[src/rtl/chanctl_pkg.sv]
package chanctl_pkg;
    localparam int CW      = 16;
    localparam int RUN_B   = 15;
    localparam int PAUSE_B = 14;
    localparam int FLUSH_B = 13;
    localparam int WAKE_B  = 12;
    localparam int DEAD_B  = 11;
    localparam int ACT_B   = 10;
    localparam int BRK_B   = 8;
    localparam int NSEL    = 3;

    typedef enum logic [1:0] {
        A_CTRL = 2'd0,
        A_INT  = 2'd1,
        A_BR   = 2'd2,
        A_WAIT = 2'd3
    } addr_e;
endpackage

[src/rtl/chanctl_sel.sv]
module chanctl_sel #(
    parameter int DEV_W = 8
) (
    input  logic               clk,
    input  logic               rst_n,
    input  logic               wr,
    input  logic [2*DEV_W-1:0] wdata,
    input  logic [DEV_W-1:0]   dev,
    output logic               cond,
    output logic [2*DEV_W-1:0] sel_word
);
    typedef struct packed {
        logic [DEV_W-1:0] mask;
        logic [DEV_W-1:0] val;
    } sel_t;

    sel_t sel_d, sel_q;

    always_comb begin
        sel_d = sel_q;
        if (wr) begin
            sel_d.mask = wdata[2*DEV_W-1:DEV_W];
            sel_d.val  = wdata[DEV_W-1:0];
        end
    end

    always_ff @(posedge clk) begin
        if (!rst_n) sel_q <= '0;
        else        sel_q <= sel_d;
    end

    assign cond     = ((dev & sel_q.mask) == sel_q.val);
    assign sel_word = {sel_q.mask, sel_q.val};


    sel_load_chk: assert property (@(posedge clk) disable iff (!rst_n)
        wr |=> (sel_q.mask == $past(wdata[2*DEV_W-1:DEV_W])) && (sel_q.val == $past(wdata[DEV_W-1:0])));
endmodule

[src/rtl/chanctl_core.sv]
module chanctl_core
    import chanctl_pkg::*;
#(
    parameter int DEV_W = 8
) (
    input  logic             clk,
    input  logic             rst_n,
    input  logic             wr,
    input  logic [CW-1:0]    wmask,
    input  logic [CW-1:0]    wval,
    input  logic [DEV_W-1:0] dev_set,
    input  logic [DEV_W-1:0] dev_clr,
    input  logic             br_taken,
    input  logic             xfer_active,
    input  logic             fault,
    output logic [CW-1:0]    ctrl_word,
    output logic [DEV_W-1:0] dev_stat,
    output logic             go
);
    typedef struct packed {
        logic             run;
        logic             pause;
        logic             flush;
        logic             wake;
        logic             dead;
        logic             active;
        logic             brk;
        logic [DEV_W-1:0] dev;
    } st_t;

    st_t st_d, st_q;
    logic [DEV_W-1:0] dev_sw;

    function automatic logic pick(input logic old, input logic en, input logic m, input logic v);
        return (en && m) ? v : old;
    endfunction

    always_comb begin
        st_d       = st_q;
        st_d.run   = pick(st_q.run,   wr, wmask[RUN_B],   wval[RUN_B]);
        st_d.pause = pick(st_q.pause, wr, wmask[PAUSE_B], wval[PAUSE_B]);
        st_d.flush = pick(st_q.flush, wr, wmask[FLUSH_B], wval[FLUSH_B]);
        st_d.brk   = pick(st_q.brk,   wr, wmask[BRK_B],   wval[BRK_B]) | br_taken;
        if (st_q.wake) begin
            st_d.wake  = 1'b0;
            st_d.pause = 1'b0;
        end else begin
            st_d.wake  = pick(1'b0, wr, wmask[WAKE_B], wval[WAKE_B]);
        end
        st_d.dead   = fault | (st_q.dead & st_d.run);
        st_d.active = xfer_active;
        dev_sw = wr ? ((st_q.dev & ~wmask[DEV_W-1:0]) | (wval[DEV_W-1:0] & wmask[DEV_W-1:0]))
                    : st_q.dev;
        st_d.dev = (dev_sw & ~dev_clr) | dev_set;
    end

    always_ff @(posedge clk) begin
        if (!rst_n) st_q <= '0;
        else        st_q <= st_d;
    end

    always_comb begin
        ctrl_word          = '0;
        ctrl_word[RUN_B]   = st_q.run;
        ctrl_word[PAUSE_B] = st_q.pause;
        ctrl_word[FLUSH_B] = st_q.flush;
        ctrl_word[WAKE_B]  = st_q.wake;
        ctrl_word[DEAD_B]  = st_q.dead;
        ctrl_word[ACT_B]   = st_q.active;
        ctrl_word[BRK_B]   = st_q.brk;
        ctrl_word[DEV_W-1:0] = st_q.dev;
    end

    assign dev_stat = st_q.dev;
    assign go       = st_q.run & ~st_q.pause & ~st_q.dead;


    run_hold_chk: assert property (@(posedge clk) disable iff (!rst_n)
        !(wr && wmask[RUN_B]) |=> $stable(st_q.run));

    dev_set_chk: assert property (@(posedge clk) disable iff (!rst_n)
        (dev_set != '0) |=> ((st_q.dev & $past(dev_set)) == $past(dev_set)));

    brk_set_chk: assert property (@(posedge clk) disable iff (!rst_n)
        br_taken |=> st_q.brk);

    wake_clear_chk: assert property (@(posedge clk) disable iff (!rst_n)
        st_q.wake |=> (!st_q.wake && !st_q.pause));

    dead_set_chk: assert property (@(posedge clk) disable iff (!rst_n)
        fault |=> st_q.dead);

    active_follow_chk: assert property (@(posedge clk) disable iff (!rst_n)
        xfer_active |=> st_q.active);
endmodule

[src/rtl/dma_chan_ctl.sv]
module dma_chan_ctl
    import chanctl_pkg::*;
#(
    parameter int DEV_W = 8
) (
    input  logic             clk,
    input  logic             rst_n,
    input  logic             reg_wr,
    input  logic [1:0]       reg_addr,
    input  logic [31:0]      reg_wdata,
    output logic [31:0]      reg_rdata,
    input  logic [DEV_W-1:0] dev_set,
    input  logic [DEV_W-1:0] dev_clr,
    input  logic             br_taken,
    input  logic             xfer_active,
    input  logic             fault,
    output logic [CW-1:0]    ctrl_word,
    output logic             go,
    output logic             cond_int,
    output logic             cond_br,
    output logic             cond_wait
);
    localparam int SW = 2 * DEV_W;

    logic [DEV_W-1:0] dev_stat;
    logic [SW-1:0]    sel_word [NSEL];
    logic [NSEL-1:0]  cond;
    logic             ctrl_wr;

    assign ctrl_wr = reg_wr && (reg_addr == A_CTRL);

    chanctl_core #(.DEV_W(DEV_W)) u_core (
        .clk         (clk),
        .rst_n       (rst_n),
        .wr          (ctrl_wr),
        .wmask       (reg_wdata[31:16]),
        .wval        (reg_wdata[15:0]),
        .dev_set     (dev_set),
        .dev_clr     (dev_clr),
        .br_taken    (br_taken),
        .xfer_active (xfer_active),
        .fault       (fault),
        .ctrl_word   (ctrl_word),
        .dev_stat    (dev_stat),
        .go          (go)
    );

    for (genvar g = 0; g < NSEL; g++) begin : g_sel
        logic sel_wr;
        assign sel_wr = reg_wr && (reg_addr == 2'(g + 1));
        chanctl_sel #(.DEV_W(DEV_W)) u_sel (
            .clk      (clk),
            .rst_n    (rst_n),
            .wr       (sel_wr),
            .wdata    (reg_wdata[SW-1:0]),
            .dev      (dev_stat),
            .cond     (cond[g]),
            .sel_word (sel_word[g])
        );
    end

    assign cond_int  = cond[0];
    assign cond_br   = cond[1];
    assign cond_wait = cond[2];

    always_comb begin
        reg_rdata = '0;
        case (reg_addr)
            A_CTRL:  reg_rdata[CW-1:0] = ctrl_word;
            A_INT:   reg_rdata[SW-1:0] = sel_word[0];
            A_BR:    reg_rdata[SW-1:0] = sel_word[1];
            default: reg_rdata[SW-1:0] = sel_word[2];
        endcase
    end
endmodule

[config.mk]
export PLATFORM = sky130hd
export DESIGN_NAME = dma_chan_ctl
export DESIGN_NICKNAME = d
export VERILOG_FILES = /design/src/rtl/chanctl_pkg.sv /design/src/rtl/chanctl_sel.sv /design/src/rtl/chanctl_core.sv /design/src/rtl/dma_chan_ctl.sv
export SDC_FILE = /design/constraint.sdc
export NUM_CORES = 1
export LEC_CHECK = 0
export ABC_AREA = 1
export BUFFER_PORTS_ARGS = -buffer_cell sky130_fd_sc_hd__buf_2
export CAP_MARGIN = 10
export CORE_AREA = 2 2 92 94
export CTS_BUF_LIST = sky130_fd_sc_hd__clkbuf_8
export CTS_CLUSTER_DIAMETER = 200
export DETAILED_ROUTE_END_ITERATION = 10
export DIE_AREA = 0 0 94 96
export GPL_TIMING_DRIVEN = 0
export PLACE_DENSITY = 0.78
export SLEW_MARGIN = 10
export SYNTH_ARGS = -nofsm -noshare
export SYNTH_HDL_FRONTEND = slang
export SYNTH_HIERARCHICAL = 1
export SYNTH_SLANG_ARGS = --single-unit
[constraint.sdc]
create_clock -name clk -period 1.2 [get_ports clk]
set_input_delay 0.12 -clock clk [delete_from_list [all_inputs] [get_ports clk]]
set_output_delay 0.12 -clock clk [all_outputs]
set_load 0.02 [all_outputs]
# Word level (Yosys, flattened, before mapping)
# Index checks and enable logic that the tools add are counted.
[totals]
register_bits = 63
in_bits = 56
out_inout_bits = 52
word_cells = 55
[op_classes]
n_eq_ne = 6
mux = 4
n_bitwise = 19
n_reduce_logical = 12
[op_table]
columns = ["op", "count"]
rows = [
  ["$and A8 B8 Y8", 6],
  ["$pmux W16 S3", 1],
  ["$eq A8 B8 Y1", 3],
  ["$not A8 Y8", 2],
  ["$or A8 B8 Y8", 2],
  ["$logic_and A1 B1 Y1", 9],
  ["$mux W8", 1],
  ["$eq A2 B2 Y1 const B", 2],
  ["$not A1 Y1", 4],
  ["$and A1 B1 Y1", 3],
  ["$reduce_or A3 Y1", 1],
  ["$eq A2 B1 Y1 const B", 1],
  ["$logic_not A2 Y1", 1],
  ["$mux W1", 2],
  ["$or A1 B1 Y1", 2],
  ["$reduce_or A2 Y1", 1],
]

# Longest topological paths before layout
# Gate-level depths: netlist of run 1.
[logic_depth]
word_depth = 6
mapped_depth = 9
mapped_depth_nobuf = 7

# Cells and area by module
# Netlist of run 1, hierarchy kept.
[modules_own_cells]
columns = ["mod", "instances", "cells_each", "area_per_inst_um2", "seq_area_each_um2"]
rows = [
  ["chanctl_sel", 3, 108, 764.5, 320.3],
  ["chanctl_core", 1, 130, 848.3, 300.3],
  ["dma_chan_ctl", 1, 116, 703.2, 0.0],
]

# Least setup slack after synthesis of run 1
# OpenSTA, ideal clock, no wires.
[synth_path]
path_type = "register to output"
start = "register u_core.st_q (netlist bit u_core/dev_stat[0])"
end = "output cond_br"
arrival_time_ps = 1208
required_ps = 1080
path_slack_ps = -128
stages_incl_launch_ff = 8
n_path_buf = 1
cell_sequence = "dfxtp_1 buf_4 nand2_1 nand2_1 nand2_1 nor2_1 nand2_1 nor2_1"
[synth_via]
elab_chain_cells = 2
[synth_lines]
columns = ["item", "line_no", "source"]
rows = [
  ["from (decl)", "chanctl_core.sv:31", "st_t st_d, st_q;"],
  ["from (signal assigned)", "chanctl_core.sv:59", "else st_q <= st_d;"],
  ["$and A8 B8 Y8", "chanctl_sel.sv:32", "assign cond = ((dev & sel_q.mask) == sel_q.val);"],
  ["$eq A8 B8 Y1", "chanctl_sel.sv:32", ""],
  ["to (decl)", "dma_chan_ctl.sv:20", "output logic cond_br,"],
]
# Every way passes these cells.

# Final worst setup path of run 1
[layout_path]
start = "register u_core.st_q (netlist bit u_core/dev_stat[5])"
end = "output cond_wait"
[layout_via]
elab_chain_cells = 2
[layout_lines]
columns = ["item", "line_no", "source"]
rows = [
  ["$and A8 B8 Y8", "chanctl_sel.sv:32", ""],
  ["$eq A8 B8 Y1", "chanctl_sel.sv:32", ""],
  ["to (decl)", "dma_chan_ctl.sv:21", "output logic cond_wait"],
]
# Every way passes these cells.

==> metrics.txt, run 1 <==
Final Cycle Share=132%; FF+latch count, synth=63; top cell type's share of synthesized area=around a third; Max-cap violations=0; total track usage=between 20% and 30%; Final setup viols=14; violations in the final reports=negative setup slack; vias in the first global route=between 4k and 5k; clk sink count=63; worst min path class=in2reg; slowest CP cell=dfxtp_4; pins over their slew limit=0; Lkg Pwr=~2.5 nW; final worst slack=-383 ps; clock buffer depth=2; Cell Pwr Density=roughly 1000 nW/um2; Worst Setup End Kind=output port; Root Buffer Master=clkbuf_8; NetSw=approximately 1.7 mW; Die Y=96 um; Via density=between 5 and 6; flop2flop setup slack=100 ps; crit-path max FO=6; Buf/Inv on CP=2; Logic pwr share=26.5%; commonest cells after routing, fill and taps aside=nand2_1, nand3_1, nor2_1, buf_2, inv_1; final antenna diode count=0; buffers added on ports=85; post-route minimum period=1580 ps; synthesized cell area=between 3000 and 4000 um2; synthesis warning total=6; commonest non-fill, non-tap cell in the layout=nand2_1; maximum VDD drop=between 0.5 and 0.6 mV; H-Tree Depth=3; WL final=approximately 14000 um; crit path kind=reg2out; Fmax=roughly 630 MHz; Pre-Repair DR Iteration Count=6; die area=approximately 9000 um2; Slew HR=around 58%; Clk pin slew, worst setup/hold paths=70 ps; initial core utilization=47.8%; Cells after Synth=570; area of the multi-input gates=roughly 2000 um2; Fill cells=between 700 and 800; CTS tree=done; Layout area overhead=33.0%; initial antenna violation count=0; vias after detailed routing=between 4k and 5k; internal power=roughly 3.5 mW; storage element area=roughly 1300 um2; Worst EP required=roughly 1100 ps; core area=~8000 um2; Core Rows=33; first-pass GRT wire length=20000 um; chip width=approximately 94 um; DP HPWL=approximately 8900 um; nets=approximately 760; pin count of the biggest net entering global routing=27; Startpoint Class=flip-flop; final routed DRC violation total=0; GPL Wtd Cong=0.923; Ports=108; worst-margin pin slew=between 600 and 700 ps; status=finished with violations; clock network fraction of total power=29.4%; post-synth top area cell=dfxtp_1; Sequential Power Share=about 44%; crit-path cells=buf_6, nand2_1, nand2_1, nand2_2, nor2_2, nand2_2, nor2_4, buf_6; Fin. Hold Viols=0; CTS buffer count=9; WL/cell=~17 um; switch share=33.3%; post-route ant nets=0; final core utilization=63.5%; share of layout cells above drive strength 1=a little over a third; Clock Latency Late Sink=~340 ps; largest cells by area after synthesis=dfxtp_1, nand2_1, nand3_1; Unique masters post-synth=26; Top Family by Delay on Critical Path=simple AND/OR/NAND/NOR gates; slowest stage delay, CP=roughly 370 ps; initial DRC count=around 440; Congestion Overflow GR=0; TNS Setup=-2050 ps; crit path DAT=1460 ps; syn avg cell area=6.75 um2; skew final=0.220 ps; RSZ-0062 raised after global routing=yes; sequential area share after synthesis=between 30% and 40%
-- synth_stat cells --
cell	count
conb_1	2
nand2_1	123
o21ai_0	33
dfxtp_1	63
nand4_1	16
clkbuf_8	1
or2_1	1
inv_1	57
inv_4	2
nand3b_1	3
nor3_2	2
o21ai_1	10
inv_8	3
nor3b_1	1
nand3_1	91
nor2_8	1
buf_4	31
a21oi_1	29
buf_6	15
nor2_1	70
nor3_1	1
buf_12	4
o21ai_2	6
clkbuf_1	1
nor3_4	1
a21oi_2	3
-- stage by stage --
stage	hold WS, ps	cells	cell area (um2)	setup WS (ps)	power, mW
2_1_floorplan	213	585	3920	7.61	3.09
3_3_place_gp	303	775	4480	-202	3.48
3_5_place_dp	308	775	4480	-214	3.51
4_1_cts	2.16	805	4880	-394	5.12
5_1_grt	7.74	811	5110	-456	5.44
6_report	5.15	811	5110	-383	5.25
-- worst register-to-register path: stages (launching register included) --
cell	delay, ps
dfxtp_4	360
buf_4	130
buf_6	110
buf_4	130
inv_1	40
nand2_1	40
nand3_1	70
a21oi_1	70
-- final cells by class --
| cell class | count | share of cell area, % |
|---|---|---|
| Multi-Input combinational cell | 408 | 39.0 |
| Sequential cell | 63 | 26.0 |
| Timing Repair Buffer | 105 | 13.9 |
| Buffer | 52 | 10.3 |
| Inverter | 62 | 5.09 |
| Tap cell | 105 | 2.57 |
| Clock buffer | 9 | 2.42 |
| Clock inverter | 7 | 0.660 |
-- power by group through the flow --
stage	Clock (mW)	Combinational [mW]	Sequential [mW]
final	1.54	1.39	2.31
after global routing	1.63	1.49	2.32
after CTS	1.54	1.27	2.30
after detailed placement	0	1.15	2.36
after global placement	0	1.13	2.35
after floorplan	0	0.732	2.36
-- registers in the layout, indices dropped and copies added, names as in the netlist --
register              flops
g_sel.u_sel/sel_word     48
u_core/ctrl_word          7
u_core/dev_stat           8
-- final timing paths --
kind,end,cells past startpoint,startpoint
worst max register to register,u_core/dev_stat[1],7,u_core/dev_stat[1]
worst min-delay path,u_core/dev_stat[7],3,dev_set[7]
worst min register to register,g_sel[1].u_sel/sel_word[2],2,g_sel[1].u_sel/sel_word[2]
worst max-delay path,cond_wait,8,u_core/dev_stat[5]
-- routing by layer --
| metal | part of all wire [%] | global-route usage (%) |
|---|---|---|
| met2 | 47 | 48.9 |
| met3 | 9.6 | 6.66 |
| met1 | 38 | 35.4 |
| met4 | 5.2 | 15.7 |
| met5 | 0 | 0 |
-- what timing repair did --
item                       CTS  global route
hold buffers                 5             0
setup endpoints to repair   14            21
pin swaps                   12            20
gates resized for setup     49            69
buffers inserted             9             8
hold endpoints to repair     5             0
-- cell families (layout without fill, tap and decap cells) --
group	count (synthesis)	count (layout)	share of synthesized area, %
other cells	2	17	0.195
flops	63	63	32.8
buf+inv	114	235	19.8
simple gates	310	310	35.8
compound gates	81	81	11.4
Note: power is estimated with default switching activity, not from simulation.
==> run 2, diff against run 1 <==
- CORE_AREA: 2 2 92 94 -> 2 2 76 114
- DIE_AREA: 0 0 94 96 -> 0 0 78 116
- RECOVER_POWER: default -> 100
==> metrics.txt, run 2 (same netlist as run 1, synthesis figures left out) <==
Lkg Pwr=2.44 nW (-1.4%); post-route ant nets=0 (unchanged); Pre-Repair DR Iteration Count=5 (-1); placed cell areas=4480 um2 (unchanged); commonest non-fill, non-tap cell in the layout=nand2_1; Startpoint Class=flip-flop; Root Buffer Master=clkbuf_8; violations in the final reports=negative setup slack; Die Y=116 um (+21%); Core Rows=40 (+21%); fin cells=810 (-0.12%); initial DRC count=485 (+11%); crit path kind=reg2out; initial antenna violation count=0 (unchanged); chip width=78 um (-17%); Fin. Hold Viols=0 (unchanged); clock buffer depth=2 (unchanged); first-pass GRT wire length=19800 um (-1.0%); worst-margin pin slew=599 ps (-32.4 ps); GPL Wtd Cong=0.906 (-1.8%); final antenna diode count=0 (unchanged); Ports=108 (unchanged); Clk pin slew, worst setup/hold paths=70 ps (about the same); die area=9050 um2 (+0.27%); CTS tree=done; Worst Setup End Kind=output port; total track usage=29.2% (-0.23 points); nets=758 (+0.13%); Layout area overhead=32.6%; WL final=13900 um (+2.0%); DP HPWL=9290 um (+4.5%); buffers added on ports=85 (unchanged); Worst EP required=1080 ps (about the same); Via density=5.46 (-2.2%); pins over their slew limit=0 (unchanged); initial core utilization=48.0% (+0.26 points); maximum VDD drop=0.827 mV (+55%); worst min path class=in2reg; placed cell count=775 (unchanged); final worst slack=-408 ps (-24.9 ps); final routed DRC violation total=0 (unchanged); commonest cells after routing, fill and taps aside=nand2_1, nand3_1, nor2_1; Cell Pwr Density=1050 nW/um2 (+1.9%); Final setup viols=55 (+41); crit path DAT=1490 ps (+30 ps); core area=8010 um2 (-0.54%); Largest register FFs=48 (unchanged); Clock Latency Late Sink=340 ps (about the same); Slew HR=60.0% (+2.2 points); share of layout cells above drive strength 1=34.9% (-0.66 points); WL/cell=17.2 um (+2.2%); clk sink count=63 (unchanged); Congestion Overflow GR=0 (unchanged); H-Tree Depth=3 (unchanged); Fill cells=735 (+2.8%); CTS buffer count=9 (unchanged); skew final=0.155 ps (-0.0651 ps); vias after detailed routing=4424 (-2.3%); crit-path max FO=6 (unchanged); post-route minimum period=1610 ps (+24.9 ps); RSZ-0062 raised after global routing=yes; status=finished with violations; Fmax=622 MHz (-1.5%); pin count of the biggest net entering global routing=27 (unchanged); Design Area, Final=5100 um2 (-0.32%); Final Cycle Share=134% (+2.1 points); Max-cap violations=0 (unchanged); vias in the first global route=3953 (-3.5%)
==> run 2: repair_timing <==
item | 4_1_cts | 5_1_grt
hold buffers | 5 | 0
hold endpoints to repair | 5 | 0
buffers inserted | 8 | 9
setup endpoints to repair | 16 | 21
pin swaps | 20 | 17
resized for setup | 53 | 70
==> run 2: path summary, 6_finish.rpt <==
kind / from / to / slack, ps / depth (start not counted)
min: dev_set[2] / u_core/dev_stat[2] / 3 / 3
max reg2reg: u_core/dev_stat[0] / u_core/dev_stat[0] / 60 / 8
min reg2reg: g_sel[0].u_sel/sel_word[7] / g_sel[0].u_sel/sel_word[7] / 490 / 2
max: u_core/dev_stat[6] / cond_br / -410 / 8
==> run 2: critical path, stage by stage (launching register included) <==
cell and delay, ps:
dfxtp_2 340, buf_6 120, nand2_1 70, nand2_1 80, nand2_1 90, nor2_1 100, nand2_1 90, nor2_2 130
buf_6 130
==> run 2: cell type report <==
type	instances	area [um2]	share of cell area, %
Tap cell	105	131	2.58
Timing Repair Buffer	106	731	14.3
Sequential cell	63	1320	25.9
Clock inverter	3	12.5	0.245
Inverter	62	254	4.98
Multi-Input combinational cell	408	2000	39.2
Clock buffer	11	151	2.97
Buffer	52	499	9.79
==> run 2: power by group <==
group,internal [mW],switching [mW]
Clock,0.821,0.806
Sequential,2.21,0.111
Combinational,0.575,0.805
==> run 2: metrics by stage <==
step	power [mW]	utilization, %	hold slack (ps)	setup TNS, ps	worst slack, ps
final	5.33	63.7	3.44	-4970	-408
after global routing	5.51	63.7	11.2	-6830	-462
after CTS	5.19	60.9	0.970	-1360	-340
after detailed placement	3.51	56.0	308	-10600	-241
after global placement	3.48	56.0	308	-9780	-229
after floorplan	3.09	-	213	0	7.61
==> run 2: layer usage <==
metal / wire, um / global-route usage (%) / vias to the layer above
met2: 7070 / 51.8 / 279
met1: 5190 / 33.2 / 2003
met5: 0 / 0 / -
li1: - / - / 2076
met3: 1070 / 4.98 / 66
met4: 585 / 15.9 / 0
